`src/rtl/uart_irq_pkg.sv`:
```
package uart_irq_pkg;

    localparam int NUM_SRC = 7;
    localparam int CODE_W  = 6;
    localparam int STAT_W  = 8;

    // Source index doubles as rank: index 0 is most urgent.
    localparam int IDX_LINE  = 0;
    localparam int IDX_TMO   = 1;
    localparam int IDX_AVAIL = 2;
    localparam int IDX_TXE   = 3;
    localparam int IDX_MODEM = 4;
    localparam int IDX_XOFF  = 5;
    localparam int IDX_FLOW  = 6;

    typedef enum logic {SRC_LATCH, SRC_LEVEL} src_kind_e;

    localparam src_kind_e SRC_KIND [NUM_SRC] = '{
        SRC_LATCH, SRC_LATCH, SRC_LEVEL, SRC_LEVEL, SRC_LATCH, SRC_LATCH, SRC_LATCH
    };

    localparam logic [CODE_W-1:0] SRC_CODE [NUM_SRC] = '{
        6'h06, 6'h0C, 6'h04, 6'h02, 6'h00, 6'h10, 6'h20
    };

    localparam logic [CODE_W-1:0]  NO_IRQ_CODE = 6'h01;
    localparam logic [NUM_SRC-1:0] ENH_ONLY    = NUM_SRC'(1) << IDX_XOFF | NUM_SRC'(1) << IDX_FLOW;
    localparam logic [NUM_SRC-1:0] STICKY      = NUM_SRC'(1) << IDX_XOFF;

    typedef struct packed {
        logic [STAT_W-1:0]  status;
        logic [NUM_SRC-1:0] rep;
    } irq_state_t;

    function automatic logic [CODE_W-1:0] code_of(input logic [NUM_SRC-1:0] grant);
        code_of = NO_IRQ_CODE;
        for (int i = 0; i < NUM_SRC; i++) begin
            if (grant[i]) code_of = SRC_CODE[i];
        end
    endfunction

endpackage

```
`src/rtl/irq_src_cell.sv`:
```
module irq_src_cell
    import uart_irq_pkg::*;
#(
    parameter src_kind_e KIND = SRC_LATCH
) (
    input  logic clk,
    input  logic rst_n,
    input  logic hit_i,    // enabled strobe (latch) or enabled condition (level)
    input  logic rd_i,     // host read strobe
    input  logic sel_i,    // this source is the one being shown
    input  logic drop_i,   // forced clear (Xon for the sticky flag)
    output logic pend_o    // next-cycle pending state
);

    logic state_d, state_q;

    generate
        if (KIND == SRC_LEVEL) begin : g_level
            // state holds the "hidden for one read" mark
            always_comb begin
                state_d = rd_i ? sel_i : state_q;
                pend_o  = hit_i & ~state_d & ~drop_i;
            end
        end else begin : g_latch
            // state holds the latched request; a same-cycle strobe wins over a read
            always_comb begin
                state_d = ((state_q & ~(rd_i & sel_i)) | hit_i) & ~drop_i;
                pend_o  = state_d;
            end
        end
    endgenerate

    always_ff @(posedge clk or negedge rst_n) begin
        if (!rst_n) state_q <= 1'b0;
        else        state_q <= state_d;
    end

endmodule

```
`src/rtl/irq_prio_enc.sv`:
```
module irq_prio_enc #(
    parameter int N = 7
) (
    input  logic [N-1:0] req_i,
    output logic [N-1:0] grant_o
);

    logic [N-1:0] seen;

    generate
        for (genvar gi = 0; gi < N; gi++) begin : g_rank
            if (gi == 0) begin : g_first
                assign seen[gi] = 1'b0;
            end else begin : g_rest
                assign seen[gi] = seen[gi-1] | req_i[gi-1];
            end
            assign grant_o[gi] = req_i[gi] & ~seen[gi];
        end
    endgenerate

endmodule

```
`src/rtl/uart_irq_status.sv`:
```
module uart_irq_status
    import uart_irq_pkg::*;
(
    input  logic               clk,
    input  logic               rst_n,
    input  logic               line_err_stb,
    input  logic               rx_timeout_stb,
    input  logic               rx_avail,
    input  logic               tx_empty,
    input  logic               modem_chg_stb,
    input  logic               xoff_seen_stb,
    input  logic               xon_seen_stb,
    input  logic               flow_chg_stb,
    input  logic [NUM_SRC-1:0] src_en,
    input  logic               fifo_on,
    input  logic               enh_on,
    input  logic               stat_rd,
    output logic [STAT_W-1:0]  stat_o,
    output logic               irq_o
);

    irq_state_t         st_d, st_q;
    logic [NUM_SRC-1:0] raw, hit, sel, drop, pend, eff, grant;
    logic [NUM_SRC-1:0] enh_gate;

    assign enh_gate = enh_on ? {NUM_SRC{1'b1}} : ~ENH_ONLY;

    always_comb begin
        raw            = '0;
        raw[IDX_LINE]  = line_err_stb;
        raw[IDX_TMO]   = rx_timeout_stb;
        raw[IDX_AVAIL] = rx_avail;
        raw[IDX_TXE]   = tx_empty;
        raw[IDX_MODEM] = modem_chg_stb;
        raw[IDX_XOFF]  = xoff_seen_stb;
        raw[IDX_FLOW]  = flow_chg_stb;
    end

    assign hit  = raw & src_en & enh_gate;
    assign sel  = st_q.rep & ~STICKY;                        // sticky flag ignores reads
    assign drop = xon_seen_stb ? STICKY : {NUM_SRC{1'b0}};

    generate
        for (genvar gi = 0; gi < NUM_SRC; gi++) begin : g_src
            irq_src_cell #(.KIND(SRC_KIND[gi])) u_cell (
                .clk    (clk),
                .rst_n  (rst_n),
                .hit_i  (hit[gi]),
                .rd_i   (stat_rd),
                .sel_i  (sel[gi]),
                .drop_i (drop[gi]),
                .pend_o (pend[gi])
            );
        end
    endgenerate

    assign eff = pend & src_en & enh_gate;

    irq_prio_enc #(.N(NUM_SRC)) u_prio (
        .req_i   (eff),
        .grant_o (grant)
    );

    always_comb begin
        st_d        = st_q;
        st_d.rep    = grant;
        st_d.status = {{(STAT_W-CODE_W){fifo_on}}, code_of(grant)};
    end

    always_ff @(posedge clk or negedge rst_n) begin
        if (!rst_n) begin
            st_q.status <= {{(STAT_W-CODE_W){1'b0}}, NO_IRQ_CODE};
            st_q.rep    <= '0;
        end else begin
            st_q <= st_d;
        end
    end

    assign stat_o = st_q.status;
    assign irq_o  = ~st_q.status[0];

endmodule

```
`config.mk`:
```
export PLATFORM = sky130hd
export DESIGN_NAME = uart_irq_status
export DESIGN_NICKNAME = d
export VERILOG_FILES = /design/src/rtl/uart_irq_pkg.sv /design/src/rtl/irq_src_cell.sv /design/src/rtl/irq_prio_enc.sv /design/src/rtl/uart_irq_status.sv
export SDC_FILE = /design/constraint.sdc
export NUM_CORES = 1
export LEC_CHECK = 0
export BUFFER_PORTS_ARGS = -buffer_cell sky130_fd_sc_hd__buf_4
export CORE_MARGIN = 8
export CORE_UTILIZATION = 45
export DETAILED_ROUTE_END_ITERATION = 10
export GPL_ROUTABILITY_DRIVEN = 1
export HOLD_SLACK_MARGIN = 0.1
export PLACE_DENSITY = 0.74
export SLEW_MARGIN = 10
export SYNTH_ARGS = -nofsm -noshare
export SYNTH_HDL_FRONTEND = slang
export SYNTH_SLANG_ARGS = --single-unit
```
`constraint.sdc`:
```
create_clock -name clk -period 1.6 [get_ports clk]
set_clock_uncertainty 0.05 [all_clocks]
set_input_delay 0.08 -clock clk [delete_from_list [all_inputs] [get_ports clk]]
set_output_delay 0.08 -clock clk [all_outputs]
set_load 0.01 [all_outputs]
```
==> out/qor.yml <==
outcome: "finished, final reports clean"
die_h_um: 57.4
num_vias: 649
grt_pass1_vias: 703
wl_um: 1920
drc_errors: 0
syn_inst: 60
syn-cell-area_um2: 772
drtIter0Drc: 12
postSynthAreaPerCell_um2: 12.9
arrival_ns: 1.74
fp.dieArea_mm2: 0.00330
top_level_ports: 29
final-hold-violation-count: 0
yosysWarnings: 0
cts-root-buf: "clkbuf_4"
final_antenna_net_count: 0
fin_tns_setup_ns: 0
crit_path_max_incr_delay_ns: 0.60
min_period_ns: 1.57
fp-row-count: 15
worstHoldPathType: "input pin to register"
critPathSlowestCell: "dlygate4sd3_1"
grt_max_degree: 20
cts_buffers: 3
worstSetupStartpointType: "register"
vias_per_cell: 4.95
maxCapViolCount: 0
htreeDepth: 1
track_usage_pct: 12.4
place.port_buffers: 28
cts_tree: "done"
dr.pass1.iters: 4
synth_top_area_cell: "dfrtp_1"
rsz0062_at_grt: "no"
fin_ws_ns: 0.0333
antenna_found_initial: 0
path_max_fanout: 3
initial_utilization_pct: 46.2
worstSetupPathType: "register to register"
synth_top_area_share_pct: 58.3
final_util_pct: 75.7
cts_buffer_depth: 2
synth.area.top_cells: "dfrtp_1, o21ai_4, dfstp_2"
endpoint_kind: "register"
drive_gt1_share_pct: 36.0
finalSetupViolCount: 0
synth_cell_types: 23
tightest_slew_ns: 0.323
ir_drop_uv: 610
ys_ff_latch: 19
path_clk_slew_ns: 0.10
cp_cell_sequence: "mux2i_2, nand3_2, dlygate4sd3_1, nor2_1"
min_period_over_period_pct: 97.9
dpl.cell_count: 103
drv_slew: 0
area_delta_synth_final_pct: 63.7
place_ws_ns: 0.333
leakage_uw: 0.000611
num_antenna_cells: 0
dp_hpwl_um: 1220
grt-ovfl-total: 0
maxSlewHeadroom_pct: 78.3
place.gp.congestion: 0.710
critical_path_required_ns: 1.77
grt_pass1_wl_um: 3150
fin_nets: 135
syn-num-nets: 80
layout.cells.non_filler: 131
fillCellCount: 118
power_density_mw_per_mm2: 789
clkLatencyLatePin_ns: 0.29
cts.sinks: 19
die_w_um: 57.4
max_freq_mhz: 638
wl_per_cell_um: 14.7
seq_area_frac_synth_pct: 61.8
postCtsSetupBuffers: 0
core_area_mm2: 0.00167
registers in the layout (all words and copies together) (netlist names):
name                  cells
g_src.u_cell.state_q      7
stat_o                    7
sel                       5
per-layer routing:
metal | track usage (%) | share of wire (%) | vias up
li1 | - | - | 314
met1 | 12.7 | 39 | 318
met2 | 21.9 | 55 | 15
met3 | 3.14 | 4.9 | 2
met4 | 7.50 | 0.88 | 0
met5 | 0 | 0 | -
final cells by class:
class	instances	area, um^2	share of cell area [%]
Clock buffer	4	26.3	2.08
Inverter	4	15.0	1.19
Multi-Input combinational cell	35	274	21.7
Sequential cell	19	477	37.7
Tap cell	17	21.3	1.68
Timing Repair Buffer	52	450	35.6
cell families after synthesis:
logic type             count (synthesis)  synth area share, %
DFF                                   19                 61.8
and+or+nand+nor                       19                 15.4
AOI/OAI and AO/OA                     14                 15.7
buffers and inverters                  6                 3.89
muxes                                  2                 3.24
cell usage in the layout, fill, tap and decap left out, types with 3 or more instances in the layout:
cell type / count
nor3_1: 3
nor2_1: 5
inv_1: 4
nand2_1: 5
a21o_1: 3
buf_4: 28
dfrtp_1: 18
dlygate4sd3_1: 24
clkbuf_4: 3
final timing paths:
| check | startpoint | endpoint | slack (ns) | cells after the start |
|---|---|---|---|---|
| worst max-delay path | g_src[3].u_cell.state_q$_DFF_PN0_ | sel[3]$_DFF_PN0_ | 0.03 | 4 |
| worst min-delay path | src_en[2] | sel[2]$_DFF_PN0_ | 0.11 | 4 |
| worst max register to register | g_src[3].u_cell.state_q$_DFF_PN0_ | sel[3]$_DFF_PN0_ | 0.03 | 4 |
| worst min register to register | sel[2]$_DFF_PN0_ | sel[2]$_DFF_PN0_ | 0.63 | 3 |
| max in group asynchronous | rst_n | stat_o[0]$_DFF_PN1_ | 1.09 | 2 |
| min in group asynchronous | rst_n | stat_o[3]$_DFF_PN0_ | 0.15 | 2 |
power by group:
part	internal [uW]	switching, uW
sequential	517	9.91
clock	96.8	133
combinational	137	103
through the flow:
| step | hold WS (ns) | cell area (um^2) | power [uW] |
|---|---|---|---|
| after floorplan | -0.266 | 772 | 625 |
| after global placement | -0.0877 | 988 | 708 |
| after detailed placement | -0.0862 | 988 | 715 |
| after CTS | 0.105 | 1250 | 1010 |
| after global routing | 0.109 | 1260 | 1050 |
| final | 0.113 | 1260 | 997 |
critical path: cells and delay by family (launching register included):
kind          cells  cell delay, ns
simple gates      2            0.24
mux               1            0.23
flops             1            0.38
buf+inv           1            0.60
cell usage after synthesis, drive strengths merged:
| master | count |
|---|---|
| nor3 | 3 |
| a31o | 1 |
| or2 | 1 |
| dfstp | 1 |
| a21boi | 4 |
| a21o | 3 |
| o21ai | 3 |
| a31oi | 1 |
| nor4b | 1 |
| mux2 | 1 |
| dfrtp | 18 |
| and3 | 1 |
| o2111ai | 1 |
| nand3 | 3 |
| nor2 | 5 |
| buf | 2 |
| o211ai | 1 |
| mux2i | 1 |
| nand2 | 5 |
| inv | 4 |
repair_timing:
item,in CTS,in global routing
endpoints found under the setup margin,0,1
hold buffers,24,0
hold endpoints to repair,38,0
resized for setup,0,2
Note: power is estimated with default switching activity, not from simulation.
